**config.mk**
```make
export PLATFORM = sky130hd
export DESIGN_NAME = uart_tx_framer
export DESIGN_NICKNAME = d
export VERILOG_FILES = /design/src/rtl/uart_tx_pkg.sv /design/src/rtl/uart_tx_baud.sv /design/src/rtl/uart_tx_queue.sv /design/src/rtl/uart_tx_frame.sv /design/src/rtl/uart_tx_framer.sv
export SDC_FILE = /design/constraint.sdc
export NUM_CORES = 1
export LEC_CHECK = 0
export CAP_MARGIN = 10
export CORE_MARGIN = 1.5
export CORE_UTILIZATION = 27
export CTS_CLUSTER_DIAMETER = 200
export DETAILED_ROUTE_END_ITERATION = 7
export PLACE_DENSITY_LB_ADDON = 0.05
export SETUP_SLACK_MARGIN = 0.5
export SYNTH_ARGS = -nofsm -noshare
export SYNTH_HDL_FRONTEND = slang
export SYNTH_SLANG_ARGS = --single-unit
export TNS_END_PERCENT = 1
```
**constraint.sdc**
```tcl
create_clock -name clk -period 6.87 [get_ports clk]
set_clock_uncertainty 0.15 [all_clocks]
set_input_delay 1.0305 -clock clk [delete_from_list [all_inputs] [get_ports clk]]
set_output_delay 1.0305 -clock clk [all_outputs]
set_load 0.1 [all_outputs]
```
**src/rtl/uart_tx_pkg.sv**
```systemverilog
package uart_tx_pkg;

    localparam int unsigned TICKS_PER_BIT = 16;
    localparam int unsigned STOP_W        = 6;

    typedef enum logic [2:0] {
        ST_IDLE,
        ST_START,
        ST_DATA,
        ST_PAR,
        ST_STOP
    } tx_state_e;

    typedef struct packed {
        logic [3:0]        nbits;
        logic              par_en;
        logic              par_odd;
        logic [STOP_W-1:0] stop_ticks;
    } frame_cfg_t;

    function automatic frame_cfg_t decode_cfg(
        input logic [1:0] len_code,
        input logic [1:0] par_code,
        input logic       stop_long
    );
        frame_cfg_t c;
        c.nbits   = 4'd5 + {2'b00, len_code};
        c.par_en  = (par_code == 2'd1) || (par_code == 2'd2);
        c.par_odd = (par_code == 2'd1);
        if (!stop_long)
            c.stop_ticks = STOP_W'(16);
        else if (len_code == 2'd0)
            c.stop_ticks = STOP_W'(24);
        else
            c.stop_ticks = STOP_W'(32);
        return c;
    endfunction

    function automatic logic parity_bit(
        input logic [7:0] data,
        input logic [3:0] nbits,
        input logic       odd
    );
        logic [7:0] mask;
        mask = 8'hFF >> (4'd8 - nbits);
        return (^(data & mask)) ^ odd;
    endfunction

endpackage

```
**src/rtl/uart_tx_baud.sv**
```systemverilog
module uart_tx_baud #(
    parameter int unsigned DIV_W = 16
) (
    input  logic             clk,
    input  logic             rst,
    input  logic [DIV_W-1:0] divisor,
    output logic             tick
);
    logic [DIV_W-1:0] cnt;
    logic [DIV_W-1:0] limit;

    always_comb begin
        limit = (divisor == '0) ? '0 : divisor - 1'b1;
        tick  = (cnt >= limit);
    end

    always_ff @(posedge clk) begin
        if (rst)
            cnt <= '0;
        else if (tick)
            cnt <= '0;
        else
            cnt <= cnt + 1'b1;
    end
endmodule

```
**src/rtl/uart_tx_queue.sv**
```systemverilog
module uart_tx_queue #(
    parameter int unsigned DEPTH = 64,
    parameter int unsigned DW    = 8
) (
    input  logic          clk,
    input  logic          rst,
    input  logic          fifo_en,
    input  logic          wr_en,
    input  logic [DW-1:0] wr_data,
    input  logic          rd_en,
    output logic [DW-1:0] rd_data,
    output logic          empty
);
    localparam int unsigned PTR_W = (DEPTH > 1) ? $clog2(DEPTH) : 1;
    localparam int unsigned CNT_W = $clog2(DEPTH + 1);

    logic [DW-1:0]    mem [DEPTH];
    logic [PTR_W-1:0] wr_ptr, rd_ptr;
    logic [CNT_W-1:0] count;
    logic [CNT_W-1:0] cap;
    logic             mode_q;
    logic             flush, full, do_wr, do_rd;

    function automatic logic [PTR_W-1:0] bump(input logic [PTR_W-1:0] p);
        return (p == PTR_W'(DEPTH - 1)) ? '0 : p + 1'b1;
    endfunction

    always_comb begin
        cap     = fifo_en ? CNT_W'(DEPTH) : CNT_W'(1);
        flush   = (fifo_en != mode_q);
        empty   = (count == '0);
        full    = (count >= cap);
        do_wr   = wr_en && !full && !flush;
        do_rd   = rd_en && !empty && !flush;
        rd_data = mem[rd_ptr];
    end

    always_ff @(posedge clk) begin
        if (do_wr && !rst)
            mem[wr_ptr] <= wr_data;
    end

    always_ff @(posedge clk) begin
        if (rst) begin
            wr_ptr <= '0;
            rd_ptr <= '0;
            count  <= '0;
            mode_q <= fifo_en;
        end else begin
            mode_q <= fifo_en;
            if (flush) begin
                wr_ptr <= '0;
                rd_ptr <= '0;
                count  <= '0;
            end else begin
                if (do_wr) wr_ptr <= bump(wr_ptr);
                if (do_rd) rd_ptr <= bump(rd_ptr);
                case ({do_wr, do_rd})
                    2'b10:   count <= count + 1'b1;
                    2'b01:   count <= count - 1'b1;
                    default: count <= count;
                endcase
            end
        end
    end
endmodule

```
**src/rtl/uart_tx_frame.sv**
```systemverilog
module uart_tx_frame
    import uart_tx_pkg::*;
(
    input  logic       clk,
    input  logic       rst,
    input  logic       tick,
    input  frame_cfg_t cfg_in,
    input  logic       q_empty,
    input  logic [7:0] q_data,
    output logic       pop,
    output logic       line,
    output logic       busy
);
    tx_state_e         state;
    frame_cfg_t        cfg;
    logic [7:0]        shreg;
    logic [3:0]        bit_idx;
    logic [STOP_W-1:0] tcnt;
    logic              par_q;
    logic              bit_end, stop_end;

    always_comb begin
        bit_end  = (tcnt == STOP_W'(TICKS_PER_BIT - 1));
        stop_end = (state == ST_STOP) && (tcnt == cfg.stop_ticks - 1'b1);
        pop      = tick && !q_empty && ((state == ST_IDLE) || stop_end);
        busy     = (state != ST_IDLE);
    end

    always_ff @(posedge clk) begin
        if (rst) begin
            state   <= ST_IDLE;
            cfg     <= '0;
            shreg   <= '0;
            bit_idx <= '0;
            tcnt    <= '0;
            par_q   <= 1'b0;
            line    <= 1'b1;
        end else if (pop) begin
            state   <= ST_START;
            cfg     <= cfg_in;
            shreg   <= q_data;
            par_q   <= parity_bit(q_data, cfg_in.nbits, cfg_in.par_odd);
            bit_idx <= '0;
            tcnt    <= '0;
            line    <= 1'b0;
        end else if (tick) begin
            tcnt <= tcnt + 1'b1;
            unique case (state)
                ST_IDLE: begin
                    tcnt <= '0;
                    line <= 1'b1;
                end
                ST_START: if (bit_end) begin
                    state <= ST_DATA;
                    tcnt  <= '0;
                    line  <= shreg[0];
                end
                ST_DATA: if (bit_end) begin
                    tcnt <= '0;
                    if (bit_idx == cfg.nbits - 1'b1) begin
                        state <= cfg.par_en ? ST_PAR : ST_STOP;
                        line  <= cfg.par_en ? par_q : 1'b1;
                    end else begin
                        bit_idx <= bit_idx + 1'b1;
                        shreg   <= shreg >> 1;
                        line    <= shreg[1];
                    end
                end
                ST_PAR: if (bit_end) begin
                    state <= ST_STOP;
                    tcnt  <= '0;
                    line  <= 1'b1;
                end
                ST_STOP: if (stop_end) begin
                    state <= ST_IDLE;
                    tcnt  <= '0;
                    line  <= 1'b1;
                end
                default: state <= ST_IDLE;
            endcase
        end
    end
endmodule

```
**src/rtl/uart_tx_framer.sv**
```systemverilog
module uart_tx_framer
    import uart_tx_pkg::*;
#(
    parameter int unsigned DIV_W = 16,
    parameter int unsigned DEPTH = 64
) (
    input  logic             clk,
    input  logic             rst,
    input  logic [DIV_W-1:0] divisor,
    input  logic [1:0]       char_len,
    input  logic [1:0]       par_mode,
    input  logic             stop_long,
    input  logic             fifo_en,
    input  logic             brk,
    input  logic             wr_en,
    input  logic [7:0]       wr_data,
    output logic             txd,
    output logic             buf_empty,
    output logic             tx_idle
);
    logic       tick, pop, line, frame_busy, q_empty;
    logic [7:0] q_data;
    frame_cfg_t cfg_now;

    assign cfg_now = decode_cfg(char_len, par_mode, stop_long);

    uart_tx_baud #(.DIV_W(DIV_W)) u_baud (
        .clk(clk), .rst(rst), .divisor(divisor), .tick(tick)
    );

    uart_tx_queue #(.DEPTH(DEPTH), .DW(8)) u_queue (
        .clk(clk), .rst(rst), .fifo_en(fifo_en),
        .wr_en(wr_en), .wr_data(wr_data),
        .rd_en(pop), .rd_data(q_data), .empty(q_empty)
    );

    uart_tx_frame u_frame (
        .clk(clk), .rst(rst), .tick(tick), .cfg_in(cfg_now),
        .q_empty(q_empty), .q_data(q_data),
        .pop(pop), .line(line), .busy(frame_busy)
    );

    assign txd       = line && !brk;
    assign buf_empty = q_empty;
    assign tx_idle   = q_empty && !frame_busy;
endmodule

```
Yosys cells after proc, flatten, opt, wreduce, memory -nomap -nowiden
Memory sizes are Yosys's and may differ from the RTL's. A register that Yosys moved wholly into a read port is not among the register bits.
Index checks and enable logic that the tools add are counted.
{"block": "word_totals", "n_memories": 1, "register_bits": 70, "input_bits": 34, "elab_cells": 136, "output_inout_bits": 3, "mem_bits_rw": 512}
{"name": "u_queue.mem", "depth": 64, "word_bits": 8, "rd": 1, "rd_ports_with_merged_regs": 1, "wr": 1, "line_no": "uart_tx_queue.sv:17", "rtl": "logic [DW-1:0] mem [DEPTH];"}
{"block": "op_classes", "n_reduce_logical": 38, "n_shift": 1, "n_lt_le_gt_ge": 2, "n_bitwise": 4, "n_mux": 37, "add_sub_neg": 12, "eq_ne": 26}
{"op": "2-to-1 mux 6 bit", "count": 8}
{"op": "2-to-1 mux 8 bit", "count": 5}
{"op": "adder 6 x 1 -> 6 bit (second input constant)", "count": 3}
{"op": "2-to-1 mux 3 bit", "count": 6}
{"op": "case mux 6 bit (3 select lines)", "count": 1}
{"op": "adder 16 x 1 -> 16 bit (second input constant)", "count": 1}
{"op": "greater-or-equal comparator 16 bit", "count": 1}
{"op": "logical NOT 16 bit", "count": 1}
{"op": "2-to-1 mux 16 bit", "count": 1}
{"op": "subtractor 16 x 1 -> 16 bit (second input constant)", "count": 1}
{"op": "inequality test 3 x 2 -> 1 bit (second input constant)", "count": 5}
{"op": "case mux 3 bit (5 select lines)", "count": 1}
{"op": "case mux 7 bit (2 select lines)", "count": 1}
{"op": "AND reduction 7 bit", "count": 2}
{"op": "== test 6 bit (second input constant)", "count": 2}
{"op": "2-to-1 mux 1 bit", "count": 12}
{"op": "logical AND 1 bit", "count": 10}
{"op": "inequality test 2 x 1 -> 1 bit (second input constant)", "count": 5}
{"op": "AND 8 bit", "count": 1}
{"op": "AND reduction 4 bit", "count": 2}
{"op": "nonzero test 2 bit", "count": 4}
{"op": "parity 8 bit", "count": 1}
{"op": ">> shifter 8 x 4 -> 8 bit (first input constant)", "count": 1}
{"op": "adder 7 x 1 -> 7 bit (second input constant)", "count": 1}
{"op": "other kinds (31)", "count": 44}

Longest topological paths before layout
{"block": "logic_depth", "ltp_word": 9, "depth_mapped": 26, "mapped_depth_nobuf": 25}

Modules after synthesis
A second synthesis with hierarchy kept.
{"block": "unflattened", "cells_unflattened": 1510, "area_unflattened_um2": 24783.8}
{"mod": "uart_tx_queue", "area_each_um2": 21201.6, "cells_each": 1075, "seq_area_each_um2": 15895.2, "n_inst": 1}
{"mod": "uart_tx_frame", "area_each_um2": 2088.3, "cells_each": 246, "seq_area_each_um2": 680.7, "n_inst": 1}
{"mod": "uart_tx_baud", "area_each_um2": 1386.3, "cells_each": 174, "seq_area_each_um2": 320.3, "n_inst": 1}
{"mod": "uart_tx_framer", "area_each_um2": 107.6, "cells_each": 15, "seq_area_each_um2": 0.0, "n_inst": 1}

Worst setup path after synthesis
OpenSTA, ideal clock, no wires.
{"block": "synth_timing", "path_kind": "flip-flop to output port", "startpoint": "reg u_queue.count[2]", "endpoint": "out tx_idle", "path_buffers": 0, "arrival_time_ns": 5.988, "setup_slack_ns": -0.298, "required_ns": 5.689, "path_stages_with_launch": 5, "path_cell_list": "dfxtp_1 > nor4_1 > nand2_1 > nor3_1 > nor4b_1"}
{"block": "synth_between", "elab_chain_len": 2}
{"element": "start, declared", "line_no": "uart_tx_queue.sv:19", "rtl": "logic [CNT_W-1:0] count;"}
{"element": "start signal, assigned", "line_no": "uart_tx_queue.sv:59", "rtl": "2'b10: count <= count + 1'b1;"}
{"element": "start signal, assigned", "line_no": "uart_tx_queue.sv:60", "rtl": "2'b01: count <= count - 1'b1;"}
{"element": "start signal, assigned", "line_no": "uart_tx_queue.sv:61", "rtl": "default: count <= count;"}
{"element": "logical NOT 7 bit", "line_no": "uart_tx_queue.sv:31", "rtl": "empty = (count == '0);"}
{"element": "net buf_empty", "line_no": "uart_tx_framer.sv:18", "rtl": "output logic buf_empty,"}
{"element": "logical AND 1 bit", "line_no": "uart_tx_framer.sv:45", "rtl": "assign tx_idle = q_empty && !frame_busy;"}
{"element": "end, declared", "line_no": "uart_tx_framer.sv:19", "rtl": "output logic tx_idle"}
The timed path passes the listed nets, and every way through them passes these cells.

Worst setup path after layout
{"block": "layout_timing", "startpoint": "in divisor[12]", "endpoint": "reg u_queue.count[6]"}
{"block": "layout_between", "elab_chain_len": 9, "elab_cells_between_ends": 12, "cone_classes": "add/sub (1); order compare (1); eq/ne (2); mux (2); reduce/logical (6)"}
{"element": "start, declared", "line_no": "uart_tx_framer.sv:9", "rtl": "input logic [DIV_W-1:0] divisor,"}
{"element": "subtractor 16 x 1 -> 16 bit or logical NOT 16 bit (tied branches)", "line_no": "uart_tx_baud.sv:13", "rtl": "limit = (divisor == '0) ? '0 : divisor - 1'b1;"}
{"element": "2-to-1 mux 16 bit *", "line_no": "uart_tx_baud.sv:13"}
{"element": "greater-or-equal comparator 16 bit *", "line_no": "uart_tx_baud.sv:14", "rtl": "tick = (cnt >= limit);"}
{"element": "logical AND 1 bit * (2 in a row)", "line_no": "uart_tx_frame.sv:25", "rtl": "pop = tick && !q_empty && ((state == ST_IDLE) || stop_end);"}
{"element": "logical AND 1 bit * (2 in a row)", "line_no": "uart_tx_queue.sv:34", "rtl": "do_rd = rd_en && !empty && !flush;"}
{"element": "== test 2 x 1 -> 1 bit or == test 2 bit (tied branches)", "line_no": "uart_tx_queue.sv:58", "rtl": "case ({do_wr, do_rd})"}
{"element": "case mux 7 bit (2 select lines) or nonzero test 2 bit (tied branches)"}
Every way passes the cells marked *; elsewhere a longest branch is shown, timed or not.
A chain may end at the register's enable or synchronous reset.

==> flow_metrics.env <==
export IMPL_outcome="complete, no violations"
export IMPL_startpoint_type="primary input"
export IMPL_drive_above_1_share=0.195
export IMPL_die_area_sq_um=91900
export IMPL_drtPass1Iterations=5
export IMPL_post_drt_wl_per_cell_microns=24.8
export IMPL_required_ns=7.24
export IMPL_cts_root_buffer="clkbuf_16"
export IMPL_leakagePower_nw=9.00
export IMPL_crit_chain="clkdlybuf4s50_1 > or4_1 > nor4b_1 > nand3_1 > buf_4 > nand2_1 > ha_1 > a21o_1 > a21o_1 > a21oi_1 > o21ai_0 > a21oi_2 > nor2_1 > and2_1 > ha_1 > ha_1 > nor2b_1 > o21ai_0 > nand2b_1 > a21o_1 > a21oi_1 > xnor2_1 > or3_1 > a21oi_1"
export IMPL_grt_use_total=0.153
export IMPL_chipWidth_microns=303
export IMPL_slowest_delay_ns=0.59
export IMPL_route_detailed_drc=0
export IMPL_power_frac_seq=0.507
export IMPL_area_delta_synth_final_pct=17.0
export IMPL_synth_top_flop_cell="edfxtp_1"
export IMPL_io_pins=37
export IMPL_critical_path_class="primary input to flop"
export IMPL_synth_edff_count=512
export IMPL_yosys_warnings=0
export IMPL_crit_arrival_ns=6.23
export IMPL_setup_violations=0
export IMPL_antenna_found_initial=0
export IMPL_rsz0062_at_grt="no"
export IMPL_start_util=0.274
export IMPL_synth_cell_types=62
export IMPL_critical_path_top_delay_family="simple AND/OR/NAND/NOR gates"
export IMPL_p_int_mw=6.03
export IMPL_vias_per_cell=4.75
export IMPL_maxSlewHeadroom=0.308
export IMPL_critPathCaptureType="flop"
export IMPL_swShare=0.210
export IMPL_ys_seq_elements=585
export IMPL_clkPwrFrac=0.472
export IMPL_synth_area_sq_um=24300
export IMPL_ir_drop_mv=0.135
export IMPL_cts_tree="done"
export IMPL_cts_resized_gates=0
export IMPL_final_cell_count_no_fill=2780
export IMPL_fin_crit_ns=5.86
export IMPL_hold_path_class="flop to flop"
export IMPL_dp_cells=2652
export IMPL_dp_hpwl_mm=42.8
export IMPL_cts_buffers=71
export IMPL_ys_seq_area_frac=0.692
export IMPL_gp_congestion=0.751
export IMPL_synth_nets=1533
export IMPL_clk_latency_ns=0.60
export IMPL_timing_hold_violations_final=0
export IMPL_grt_first_pass_wirelength_mm=99.8
export IMPL_drt_iter0_drc=872
export IMPL_dp_slack_ns=0.366
export IMPL_cp_num_buf_inv=2
export IMPL_hold_buffers=0
export IMPL_post_cts_setup_buffer_count=0
export IMPL_rows=109
export IMPL_drv_slew=0
export IMPL_min_period_over_period=0.853
export IMPL_p_switching_mw=1.60
export IMPL_path_clk_slew_ns=0.05
export IMPL_layout_commonest_cell="edfxtp_1"
export IMPL_r2r_start="u_frame.cfg[3]"
export IMPL_port_buffers=36
export IMPL_cap_violations=0
export IMPL_globalRoute_totalOverflow=0
export IMPL_netlist_instances=1460
export IMPL_htree_num_levels=3
export IMPL_final_cell_mix="512 x edfxtp_1, 139 x nor2_1, 118 x mux4_2, 74 x clkbuf_16, 70 x dfxtp_1"
export IMPL_fin_nets=1634
export IMPL_vias=13200
export IMPL_die_height_microns=303
export IMPL_tns_ns=0
export IMPL_fmax_mhz=171
export IMPL_worst_pin_slew_ns=1.03
export IMPL_worstSetupStartpoint="divisor[12]"
export IMPL_layout_setup_ws_ns=1.01
export IMPL_clockBufferDepth=3
export IMPL_wirelength_mm=68.9
export IMPL_grt_max_degree=65
export IMPL_grt_pass1_vias=13700
export IMPL_clock_sinks=585
export IMPL_hp_start="u_frame.par_q"
export IMPL_syn_avg_cell_area_sq_um=16.7
export IMPL_p_comb_frac=0.021
export IMPL_worstPathMaxFanout=10
export IMPL_synth_async_reset_ratio=0
export IMPL_ant_nets=0
export IMPL_power_density_nw_per_um2=268
export IMPL_core_sq_um=88800
export IMPL_slowest_stage="or4_1"
==> synth_stat cells, types with 9 or more instances <==
| master | count | area [sq um] |
|---|---|---|
| a22oi_1 | 15 | 113 |
| nand3_1 | 33 | 165 |
| a21oi_1 | 49 | 245 |
| xor2_1 | 24 | 210 |
| buf_2 | 18 | 90.1 |
| mux4_1 | 9 | 236 |
| o21ai_0 | 16 | 80.1 |
| nor2_1 | 139 | 522 |
| a21o_1 | 12 | 90.1 |
| and3_1 | 11 | 68.8 |
| edfxtp_1 | 512 | 15400 |
| inv_1 | 25 | 93.8 |
| dfxtp_1 | 73 | 1460 |
| nor3_1 | 44 | 220 |
| a211oi_1 | 11 | 82.6 |
| nand4_1 | 9 | 56.3 |
| nand2_1 | 63 | 236 |
| xnor2_1 | 31 | 272 |
| ha_1 | 38 | 475 |
| clkbuf_1 | 33 | 124 |
| mux4_2 | 118 | 2660 |
| nor2b_1 | 17 | 106 |
| nand2b_1 | 16 | 100 |
| nand3b_1 | 9 | 67.6 |
| mux2i_1 | 25 | 250 |
| buf_4 | 12 | 90.1 |
| mux2_2 | 10 | 113 |
==> cells by family (layout without fill, tap and decap cells) <==
| logic type | Yosys count | after routing | share of synthesized area |
|---|---|---|---|
| xor+xnor | 57 | 57 | 0.0214 |
| buf+inv | 99 | 253 | 0.0203 |
| flops | 585 | 585 | 0.692 |
| fa+ha+maj | 39 | 39 | 0.0204 |
| simple gates | 378 | 378 | 0.0746 |
| compound gates | 140 | 140 | 0.0375 |
| mux | 162 | 162 | 0.134 |
| other cells | 0 | 1 | 0 |
==> per-stage QoR <==
step | cell area, sq um | utilization | power [mW] | hold WS, ns
after floorplan | 24300 | - | 4.00 | 0.278
after global placement | 26300 | 0.296 | 4.11 | 0.303
after detailed placement | 26300 | 0.296 | 4.11 | 0.308
after CTS | 28500 | 0.321 | 7.76 | 0.315
after global routing | 28500 | 0.321 | 7.89 | 0.339
final | 28500 | 0.321 | 7.63 | 0.307
==> power by group through the flow <==
stage	Clock, mW	Combinational (mW)	Sequential, mW
finish	3.60	0.161	3.87
global route	3.84	0.179	3.87
CTS	3.73	0.167	3.87
detailed placement	0	0.166	3.94
global placement	0	0.164	3.94
floorplan	0	0.0603	3.94
==> area by class of cell <==
| cell class | count | area [sq um] |
|---|---|---|
| antenna | 1 | 2.50 |
| clock buffer | 93 | 1960 |
| clock inverter | 33 | 244 |
| fill | 8600 | 60300 |
| inverter | 26 | 97.6 |
| multi-input combinational | 776 | 7040 |
| sequential | 585 | 16800 |
| tap | 1165 | 1460 |
| timing repair buffer | 101 | 826 |
==> routing by layer <==
layer / global-route usage / up-vias / wire length, microns / share of wire
met5: 0 / - / 0 / 0
met4: 0.0384 / 0 / 1480 / 0.022
met3: 0.0266 / 78 / 2630 / 0.038
met2: 0.242 / 248 / 31900 / 0.46
met1: 0.217 / 6932 / 32900 / 0.48
li1: - / 5958 / - / -
==> sequential cells by signal (all words and copies together) (netlist names), named ones only <==
name / cells
u_queue.mem: 512
u_frame.cfg: 8
u_frame.shreg: 8
u_frame.par_q: 1
u_queue.mode_q: 1
u_frame.bit_idx: 4
u_queue.rd_ptr: 6
u_frame.state: 3
u_frame.tcnt: 6
u_queue.wr_ptr: 6
u_frame.line: 1
u_queue.count: 7
u_baud.cnt: 16
==> tightest hold or removal path, cell delays in order, from the launching register on <==
cell and delay [ns]:
dfxtp_1 0.30, nand2_1 0.07, a21oi_2 0.04
==> worst paths after layout <==
kind | slack (ns) | cells after the start | endpoint
max | 1.01 | 24 | u_queue.count[6]
min | 0.31 | 2 | u_frame.par_q
max reg2reg | 2.34 | 20 | u_queue.count[6]
min reg2reg | 0.31 | 2 | u_frame.par_q
(Power assumes the default switching activity.)
